[src/rtl/intra_ref_pkg.sv]
package intra_ref_pkg;

    typedef enum logic [1:0] {
        PH_IDLE = 2'd0,
        PH_COPY = 2'd1,
        PH_EXT  = 2'd2
    } phase_t;

    localparam int INV_W = 13;

    // Prediction angle per mode; unsupported modes return zero.
    function automatic logic signed [5:0] mode_angle(input logic [4:0] m);
        case (m)
            5'd11:   return -6'sd2;
            5'd12:   return -6'sd5;
            5'd13:   return -6'sd9;
            5'd14:   return -6'sd13;
            5'd15:   return -6'sd17;
            5'd16:   return -6'sd21;
            5'd17:   return -6'sd26;
            default: return 6'sd0;
        endcase
    endfunction

    // Inverse-angle magnitude per mode (table position is mode minus 11).
    function automatic logic [INV_W-1:0] mode_inv(input logic [4:0] m);
        case (m)
            5'd11:   return 13'd4096;
            5'd12:   return 13'd1638;
            5'd13:   return 13'd910;
            5'd14:   return 13'd630;
            5'd15:   return 13'd482;
            5'd16:   return 13'd390;
            5'd17:   return 13'd315;
            default: return 13'd0;
        endcase
    endfunction

endpackage

[src/rtl/refarr_lut.sv]
module refarr_lut
    import intra_ref_pkg::*;
#(
    parameter int MAX_NT = 32,
    localparam int NT_W  = $clog2(MAX_NT) + 1,
    localparam int PW    = NT_W + 7
) (
    input  logic [NT_W-1:0]  nt_val,
    input  logic [4:0]       mode,
    output logic             mode_ok,
    output logic [INV_W-1:0] inv,
    output logic [NT_W-1:0]  ext_cnt
);

    logic signed [5:0]    ang;
    logic signed [PW-1:0] prod;
    logic signed [PW-1:0] proj;
    logic [PW-1:0]        cnt_full;

    always_comb begin
        mode_ok  = (mode >= 5'd11) && (mode <= 5'd17);
        ang      = mode_angle(mode);
        inv      = mode_inv(mode);
        prod     = PW'($signed({1'b0, nt_val})) * PW'(ang);
        proj     = prod >>> 5;
        cnt_full = ~proj;  // equals -1 - proj
        // extension only when the projection lies below -1
        ext_cnt  = (proj[PW-1] && (proj != '1)) ? cnt_full[NT_W-1:0] : '0;
    end

endmodule

[src/rtl/refarr_seq.sv]
module refarr_seq
    import intra_ref_pkg::*;
#(
    parameter int MAX_NT = 32,
    localparam int NT_W   = $clog2(MAX_NT) + 1,
    localparam int RI_W   = $clog2(MAX_NT) + 2,
    localparam int NBR_AW = $clog2(4 * MAX_NT + 1),
    localparam int ACC_W  = $clog2(MAX_NT) + 10
) (
    input  logic                   clk,
    input  logic                   rst_n,
    input  logic                   start,
    input  logic [NT_W-1:0]        nt_req,
    input  logic                   mode_ok,
    input  logic [INV_W-1:0]       inv_req,
    input  logic [NT_W-1:0]        ext_req,
    output logic [NBR_AW-1:0]      nbr_addr,
    output logic                   wr_en,
    output logic signed [RI_W-1:0] wr_idx,
    output logic                   busy,
    output logic                   done
);

    typedef struct packed {
        phase_t           phase;
        logic [NT_W-1:0]  nt;
        logic [NT_W-1:0]  ext;
        logic [INV_W-1:0] inv;
        logic [NT_W-1:0]  k;
        logic [ACC_W-1:0] acc;
        logic             done;
    } st_t;

    st_t st_d, st_q;
    logic [NBR_AW-1:0] corner_addr;

    always_comb begin
        st_d        = st_q;
        st_d.done   = 1'b0;
        nbr_addr    = '0;
        wr_en       = 1'b0;
        wr_idx      = '0;
        corner_addr = NBR_AW'(st_q.nt) << 1;
        case (st_q.phase)
            PH_IDLE: begin
                if (start && mode_ok) begin
                    st_d.phase = PH_COPY;
                    st_d.nt    = nt_req;
                    st_d.ext   = ext_req;
                    st_d.inv   = inv_req;
                    st_d.k     = '0;
                end
            end
            PH_COPY: begin
                // corner first, then the left column walking downwards
                nbr_addr = corner_addr - NBR_AW'(st_q.k);
                wr_en    = 1'b1;
                wr_idx   = RI_W'(st_q.k);
                if (st_q.k == st_q.nt) begin
                    if (st_q.ext != '0) begin
                        st_d.phase = PH_EXT;
                        st_d.k     = NT_W'(1);
                        st_d.acc   = ACC_W'(128) + ACC_W'(st_q.inv);
                    end else begin
                        st_d.phase = PH_IDLE;
                        st_d.done  = 1'b1;
                    end
                end else begin
                    st_d.k = st_q.k + NT_W'(1);
                end
            end
            PH_EXT: begin
                // projected top-row sample for position -k
                nbr_addr = corner_addr + NBR_AW'(st_q.acc >> 8);
                wr_en    = 1'b1;
                wr_idx   = -RI_W'(st_q.k);
                if (st_q.k == st_q.ext) begin
                    st_d.phase = PH_IDLE;
                    st_d.done  = 1'b1;
                end else begin
                    st_d.k   = st_q.k + NT_W'(1);
                    st_d.acc = st_q.acc + ACC_W'(st_q.inv);
                end
            end
            default: st_d.phase = PH_IDLE;
        endcase
    end

    always_ff @(posedge clk or negedge rst_n) begin
        if (!rst_n) st_q <= '0;
        else        st_q <= st_d;
    end

    assign busy = (st_q.phase != PH_IDLE);
    assign done = st_q.done;


    done_pulse_chk: assert property (@(posedge clk) disable iff (!rst_n)
        done |=> !done);


    done_after_busy_chk: assert property (@(posedge clk) disable iff (!rst_n)
        $rose(done) |-> !busy && $past(busy));


    cfg_hold_chk: assert property (@(posedge clk) disable iff (!rst_n)
        (busy && start) |=> $stable(st_q.nt) && $stable(st_q.ext) && $stable(st_q.inv));


    copy_span_chk: assert property (@(posedge clk) disable iff (!rst_n)
        (st_q.phase == PH_COPY) |-> (nbr_addr <= corner_addr) && (nbr_addr >= NBR_AW'(st_q.nt)));


    ext_span_chk: assert property (@(posedge clk) disable iff (!rst_n)
        (st_q.phase == PH_EXT) |-> (nbr_addr > corner_addr) && (nbr_addr <= (corner_addr << 1)));

endmodule

[src/rtl/refarr_mem.sv]
module refarr_mem #(
    parameter int MAX_NT   = 32,
    parameter int SAMPLE_W = 8,
    localparam int DEPTH   = 2 * MAX_NT + 1,
    localparam int MEM_AW  = $clog2(DEPTH),
    localparam int RI_W    = $clog2(MAX_NT) + 2
) (
    input  logic                   clk,
    input  logic                   rst_n,
    input  logic                   wr_en,
    input  logic signed [RI_W-1:0] wr_idx,
    input  logic [SAMPLE_W-1:0]    wr_data,
    input  logic signed [RI_W-1:0] rd_idx,
    output logic [SAMPLE_W-1:0]    rd_data
);

    logic [SAMPLE_W-1:0] cells_q [DEPTH];
    logic [MEM_AW-1:0]   wr_slot;
    logic [MEM_AW-1:0]   rd_slot;

    // position p is stored at slot p + MAX_NT
    assign wr_slot = MEM_AW'(wr_idx + RI_W'(MAX_NT));
    assign rd_slot = MEM_AW'(rd_idx + RI_W'(MAX_NT));
    assign rd_data = (rd_slot < MEM_AW'(DEPTH)) ? cells_q[rd_slot] : '0;

    always_ff @(posedge clk or negedge rst_n) begin
        if (!rst_n) begin
            for (int i = 0; i < DEPTH; i++) cells_q[i] <= '0;
        end else if (wr_en) begin
            cells_q[wr_slot] <= wr_data;
        end
    end


    wr_slot_chk: assert property (@(posedge clk) disable iff (!rst_n)
        wr_en |-> (wr_slot < MEM_AW'(DEPTH)));

endmodule

[src/rtl/intra_refarr_top.sv]
module intra_refarr_top
    import intra_ref_pkg::*;
#(
    parameter int MAX_NT   = 32,
    parameter int SAMPLE_W = 8,
    localparam int MIN_NT  = 4,
    localparam int SEL_W   = $clog2($clog2(MAX_NT) - 1),
    localparam int NT_W    = $clog2(MAX_NT) + 1,
    localparam int RI_W    = $clog2(MAX_NT) + 2,
    localparam int NBR_AW  = $clog2(4 * MAX_NT + 1)
) (
    input  logic                   clk,
    input  logic                   rst_n,
    input  logic                   start,
    input  logic [SEL_W-1:0]       nt_sel,
    input  logic [4:0]             mode,
    output logic [NBR_AW-1:0]      nbr_addr,
    input  logic [SAMPLE_W-1:0]    nbr_data,
    input  logic signed [RI_W-1:0] ref_idx,
    output logic [SAMPLE_W-1:0]    ref_data,
    output logic                   busy,
    output logic                   done
);

    logic [NT_W-1:0]        nt_req;
    logic                   mode_ok;
    logic [INV_W-1:0]       inv_req;
    logic [NT_W-1:0]        ext_req;
    logic                   wr_en;
    logic signed [RI_W-1:0] wr_idx;

    assign nt_req = NT_W'(MIN_NT) << nt_sel;

    refarr_lut #(.MAX_NT(MAX_NT)) u_lut (
        .nt_val  (nt_req),
        .mode    (mode),
        .mode_ok (mode_ok),
        .inv     (inv_req),
        .ext_cnt (ext_req)
    );

    refarr_seq #(.MAX_NT(MAX_NT)) u_seq (
        .clk      (clk),
        .rst_n    (rst_n),
        .start    (start),
        .nt_req   (nt_req),
        .mode_ok  (mode_ok),
        .inv_req  (inv_req),
        .ext_req  (ext_req),
        .nbr_addr (nbr_addr),
        .wr_en    (wr_en),
        .wr_idx   (wr_idx),
        .busy     (busy),
        .done     (done)
    );

    refarr_mem #(.MAX_NT(MAX_NT), .SAMPLE_W(SAMPLE_W)) u_mem (
        .clk     (clk),
        .rst_n   (rst_n),
        .wr_en   (wr_en),
        .wr_idx  (wr_idx),
        .wr_data (nbr_data),
        .rd_idx  (ref_idx),
        .rd_data (ref_data)
    );

endmodule

[config.mk]
export PLATFORM = sky130hd
export DESIGN_NAME = intra_refarr_top
export DESIGN_NICKNAME = d
export VERILOG_FILES = /design/src/rtl/intra_ref_pkg.sv /design/src/rtl/refarr_lut.sv /design/src/rtl/refarr_seq.sv /design/src/rtl/refarr_mem.sv /design/src/rtl/intra_refarr_top.sv
export SDC_FILE = /design/constraint.sdc
export NUM_CORES = 1
export LEC_CHECK = 0
export ABC_AREA = 1
export BUFFER_PORTS_ARGS = -buffer_cell sky130_fd_sc_hd__buf_2
export CORE_MARGIN = 4
export CORE_UTILIZATION = 64
export DETAILED_ROUTE_END_ITERATION = 6
export PLACE_DENSITY_LB_ADDON = 0.12
export SYNTH_ARGS = -nofsm -noshare
export SYNTH_HDL_FRONTEND = slang
export SYNTH_HIERARCHICAL = 1
export SYNTH_SLANG_ARGS = --single-unit
[constraint.sdc]
create_clock -name clk -period 4 [get_ports clk]
set_clock_uncertainty 0.05 [all_clocks]
set_input_delay 0 -clock clk [delete_from_list [all_inputs] [get_ports clk]]
set_output_delay 0 -clock clk [all_outputs]
set_load 0.1 [all_outputs]
# Word level (Yosys, flattened, before mapping)
# Cells that the tools add are included.
# classes
mux	26
n_mul	1
n_bitwise	3
n_reduce_logical	14
n_shift	1
eq_ne	18
order_cmp	6
add_sub_neg	8
# ops
op	n
$bwmux 520	1
$pmux 13 s7	1
$bmux 8 s7	1
$demux 8 s7	1
$mux 21	2
$pmux 6 s7	1
$mux 33	1
$mux 8	4
$pmux 16 s2	1
$eq 5x4->1 const B	5
$pmux 6 s3	1
$ge 8x8->1 const B	2
$mux 16	1
$not 7->8	2
$pmux 8 s2	1
$add 15x13->15	1
$add 7x7->7 const B	2
$add 8x13->14 const A	1
$pmux 7 s2	1
$mul 7x6->13	1
$ne 13x13->1 const B	1
$eq 6x6->1	2
$mux 6	2
$eq 5x5->1 const B	2
other kinds (27)	39
# word_totals
register_bits	569
word_cells	149
input_bits	25
out_inout_bits	18

# Longest topological paths before layout
# depth
depth_word	9
mapped_depth	31
ltp_nobuf	31

# Hierarchy
# The synthesis kept the hierarchy.
# modules_own_cells
module	area_each_um2	cells_each	n_inst	seq_area_each_um2
refarr_mem	24202.0	3025	1	13012.5
refarr_seq	4249.1	599	1	1226.2
refarr_lut	1505.2	226	1	0.0
intra_refarr_top	30.0	8	1	0.0

# Least setup slack after synthesis
# OpenSTA, ideal clock, no wires.
# synth_path
path_type	input-to-reg
start	in mode[0]
end	reg u_seq/st_q[37] (netlist bit)
setup_ns	0.078
setup_slack_ns	-0.251
cell_stages	28
required_time_ns	3.872
arrival_ns	4.123
path_buffers	0
cell_sequence	inv_1 nor2_1 nand3_1 nand2_1 inv_1 nand2_2 nor2_4 inv_2 nand2_1 fa_1 fa_1 inv_1 fa_1 inv_1 fa_1 inv_1 fa_1 inv_1 nor2_1 nand3_1 nor2_1 nand2_1 nor2_2 nand2_1 nand2_2 nor2_1 nor2_1 a21oi_1
# synth_between
elab_chain_len	6
elab_cells_between_ends	18
classes_between	mul (1); order compare (2); eq/ne (8); mux (2); bitwise (1); reduce/logical (4)
# synth_rtl
item	line	source
start: declaration	intra_refarr_top.sv:16	input logic [4:0] mode,
$eq 5x5->1 or $eq 5x4->1 (tied branches)	intra_ref_pkg.sv:13	case (m)
$pmux 6 s7 *	intra_ref_pkg.sv:13	
$mul 7x6->13 *	refarr_lut.sv:24	prod = PW'($signed({1'b0, nt_val})) * PW'(ang);
$ne 13x13->1	refarr_lut.sv:28	ext_cnt = (proj[PW-1] && (proj != '1)) ? cnt_full[NT_W-1:0] : '0;
$logic_and 1x1->1	refarr_lut.sv:28	
$mux 6 *	refarr_lut.sv:28	
net ext_req[2]	intra_refarr_top.sv:28	logic [NT_W-1:0] ext_req;
end signal: assignment	refarr_seq.sv:91	else st_q <= st_d;
end: declaration	refarr_seq.sv:34	st_t st_d, st_q;
# Mark *: on every way through the listed nets, which the timed path passes. The rest lies on a longest branch.
# A chain may end at the register's enable or synchronous reset.

# Final worst setup path
# layout_path
start	in mode[3]
end	reg u_seq/st_q[37] (netlist bit)
# Same word-level chain as after synthesis.

==> results.toml <==
[timing]
max_freq_mhz = 268
final_min_period_over_clock_period = 0.933
setup_viol = 0
worst_slew_margin_rel = 0.285
timing.hold.ws_ps = 8.41
slew_viol_final = 0
worstMarginPinSlew_ps = 1070
minimum_clock_period_ps = 3730
setup_repair_after_global_routing_missed_its_margin = "true"
final_hold_violation_count = 0
setup_slack_ps = 270

[grt]
grt_usage = 0.335
groute.layer.met1.usage = 0.474
grt_start_max_net_pins = 110
top_usage_layer = "met2"
number_of_antenna_violations_at_the_first_check_in_global_routing = 2
grt_util_met2 = 0.533
grt-ovfl-total = 0
grt_pass1_wl_um = 137000
gr-usage-met3 = 0.0553
first_global_vias = 25800

[clock_tree]
clk_transition_reported_paths_ps = 50
cts-htree-levels = 2
worst_skew_pair.late_latency_ps = 630
root_buffer = "sky130_fd_sc_hd__clkbuf_16"
tritoncts = "built"
cts.sink_count = 569
clock_path_buffers = 3
cts_buffers = 58

[route]
detail_route.drc_violations = 0
post_drt_wl_per_cell_um = 18.8
vias_per_inst = 5.99
number_of_iterations_in_the_first_detailed_routing_pass = 6
detailedRoute.firstIterationViolations = 3019
detail_route.wirelength_um = 84700
drt.antenna.violating_nets = 0
vias = 27000

[yosys]
seq_area_frac_synth = 0.475
yosys.cell_types.count = 48
syn_inst_count = 3858
postSynth.topFlopCell = "sky130_fd_sc_hd__dfrtp_1"
synth_area_mm2 = 0.0300
syn_area_per_cell_um2 = 7.77
synth.ff_latch_count = 569
number_of_flops_mapped_to_enable_cells_by_yosys = 0
yosys_warnings = 6
asyncSetResetFlopFracSynth = 1.00

[layout]
layout-area-overhead-vs-synth_pct = 10.0
layout.nets = 3964
final_cells = 4511
fraction_of_layout_cells_with_a_size_suffix_above_1 = 0.0963
share_of_the_core_filled_with_cells = 0.710

[power_and_ir_drop]
peakVddDrop_uv = 395
power_mw = 14.4
power-per-cell-area_mw_per_mm2 = 436
leakage_nw = 17.4

[worst_setup_path]
critical_path.max_fanout = 5
setup.worst_path.start_class = "input port"
worst_ep_required_time_ps = 4470
end_kind = "flip-flop"
endpoint_arrival_time_on_the_critical_path_ps = 4200
critical_path_class = "input port to flip-flop"

[die]
die_y_um = 224
coreArea_mm2 = 0.0465
start_util = 0.645
chipWidth_um = 224
die_area_mm2 = 0.0504
ioPinCount = 43
num_rows = 79

[placement]
dpl_worst_slack_ps = -335
gpl.final_weighted_congestion = 0.909
detailed_place_hpwl_um = 53500
place_inst = 4378
io_buffer_count = 42

[run_status]
result_of_the_run = "completed"

[hold_path]
hold_path_class = "input port to flip-flop"

[job]
maxCapViolations = 0
## sequential cells by signal, summed over array words and instances, names as in the netlist
signal / flops
u_mem/cells_q: 520
u_seq/corner_addr: 6
u_seq/done: 1
u_seq/st_q: 42
## timing repair
action / 4_1_cts / 5_1_grt
setup buffers: 0 / 7
hold buffers: 21 / 0
hold endpoints to repair: 499 / 0
endpoints found under the setup margin: 0 / 25
resized for setup: 0 / 56
## cell usage after synthesis (10+ instances only)
master	number	share of area
sky130_fd_sc_hd__nand3_2	15	0.0050
sky130_fd_sc_hd__inv_2	14	0.0018
sky130_fd_sc_hd__clkbuf_1	100	0.013
sky130_fd_sc_hd__o21ai_0	569	0.095
sky130_fd_sc_hd__buf_1	10	0.0013
sky130_fd_sc_hd__nand2_2	11	0.0023
sky130_fd_sc_hd__a21oi_1	54	0.0090
sky130_fd_sc_hd__buf_6	34	0.013
sky130_fd_sc_hd__nor2_2	11	0.0023
sky130_fd_sc_hd__nand3_1	416	0.069
sky130_fd_sc_hd__inv_1	158	0.020
sky130_fd_sc_hd__fa_1	20	0.013
sky130_fd_sc_hd__ha_1	60	0.025
sky130_fd_sc_hd__nor2_1	170	0.021
sky130_fd_sc_hd__nand2_1	1407	0.18
sky130_fd_sc_hd__dfrtp_1	569	0.47
sky130_fd_sc_hd__o21ai_1	25	0.0042
sky130_fd_sc_hd__nand4_1	11	0.0023
sky130_fd_sc_hd__buf_4	32	0.0080
sky130_fd_sc_hd__buf_2	67	0.011
## power breakdown
part / leakage, nW / internal (mW) / switching, mW
logic: 11.2 / 0.806 / 2.01
registers: 5.22 / 5.94 / 0.192
clock network: 0.937 / 3.17 / 2.25
## cells in the final DEF (no fill, tap or decap), types with 12 or more instances in the layout
cell type	n
sky130_fd_sc_hd__ha_1	55
sky130_fd_sc_hd__nand2_2	15
sky130_fd_sc_hd__nand3_2	15
sky130_fd_sc_hd__fa_1	20
sky130_fd_sc_hd__nand2_1	1402
sky130_fd_sc_hd__dfrtp_1	569
sky130_fd_sc_hd__nand3_1	415
sky130_fd_sc_hd__o21ai_1	25
sky130_fd_sc_hd__inv_1	140
sky130_fd_sc_hd__clkbuf_1	17
sky130_fd_sc_hd__a21oi_1	53
sky130_fd_sc_hd__inv_2	29
sky130_fd_sc_hd__nor2_1	159
sky130_fd_sc_hd__dlygate4sd3_1	18
sky130_fd_sc_hd__buf_12	12
sky130_fd_sc_hd__clkbuf_8	22
sky130_fd_sc_hd__clkbuf_16	58
sky130_fd_sc_hd__o21ai_0	569
sky130_fd_sc_hd__nor2_2	13
sky130_fd_sc_hd__buf_2	32
sky130_fd_sc_hd__buf_4	101
sky130_fd_sc_hd__nor2_4	14
## per-layer routing
metal / part of all wire / up-vias
li1: - / 12500
met1: 0.41 / 12900
met2: 0.46 / 1319
met3: 0.092 / 230
met4: 0.035 / 2
met5: 0.00015 / -
## worst paths after layout
path / endpoint / start / slack, ps / cells after the start
min in group asynchronous: u_mem/cells_q[13] / rst_n / 90 / 3
setup reg to reg: u_mem/cells_q[392] / u_seq/st_q[47] / 310 / 12
hold reg to reg: u_mem/cells_q[257] / u_mem/cells_q[257] / 430 / 2
max in group asynchronous: u_mem/cells_q[397] / rst_n / 3270 / 3
setup / recovery: u_seq/st_q[37] / mode[3] / 270 / 28
hold / removal: u_seq/st_q[23] / mode[4] / 8 / 8
## worst max-delay path: stages
cell	delay, ps
sky130_fd_sc_hd__buf_6	110
sky130_fd_sc_hd__nor2_4	150
sky130_fd_sc_hd__nand3_2	130
sky130_fd_sc_hd__nand2_2	80
sky130_fd_sc_hd__inv_2	40
sky130_fd_sc_hd__nand2_4	80
sky130_fd_sc_hd__nor2_4	40
sky130_fd_sc_hd__inv_2	70
sky130_fd_sc_hd__nand2_2	60
sky130_fd_sc_hd__fa_1	480
sky130_fd_sc_hd__fa_1	560
sky130_fd_sc_hd__inv_2	40
sky130_fd_sc_hd__fa_1	510
sky130_fd_sc_hd__inv_2	40
sky130_fd_sc_hd__fa_1	510
sky130_fd_sc_hd__inv_2	50
sky130_fd_sc_hd__fa_1	490
sky130_fd_sc_hd__inv_1	80
sky130_fd_sc_hd__nor2_2	40
sky130_fd_sc_hd__nand3_1	80
sky130_fd_sc_hd__nor2_1	50
sky130_fd_sc_hd__nand2_1	70
sky130_fd_sc_hd__nor2_2	30
sky130_fd_sc_hd__nand2_1	60
sky130_fd_sc_hd__nand2_2	80
sky130_fd_sc_hd__nor2_1	100
sky130_fd_sc_hd__nor2_1	40
sky130_fd_sc_hd__a21oi_1	150
## metrics by stage
stage / TNS (ps) / area [um2]
final: 0 / 33000
after CTS: 0 / 32700
after floorplan: -5.46 / 30100
after detailed placement: -1720 / 30600
after global placement: -1390 / 30600
after global routing: -22.4 / 33000
## layout make-up
cell class | count | area [um2]
diodes | 1 | 2.50
multi-input cells | 2881 | 13900
inverters | 173 | 662
fillers | 3733 | 13500
repair buffers | 176 | 1510
well taps | 607 | 759
flip-flops and latches | 569 | 14200
clock inverters | 8 | 104
clock buffers | 96 | 1800
## kinds of logic after synthesis
kind of cell,synth area share
AO/OA/AOI/OAI,0.115
XOR/XNOR,0.00463
adder cells (fa/ha/maj),0.0384
buffers and inverters,0.0680
flip-flops,0.475
multiplexers,0.00338
other,0.000250
AND/OR/NAND/NOR,0.295
No activity file was read; power rests on OpenSTA's default activity.
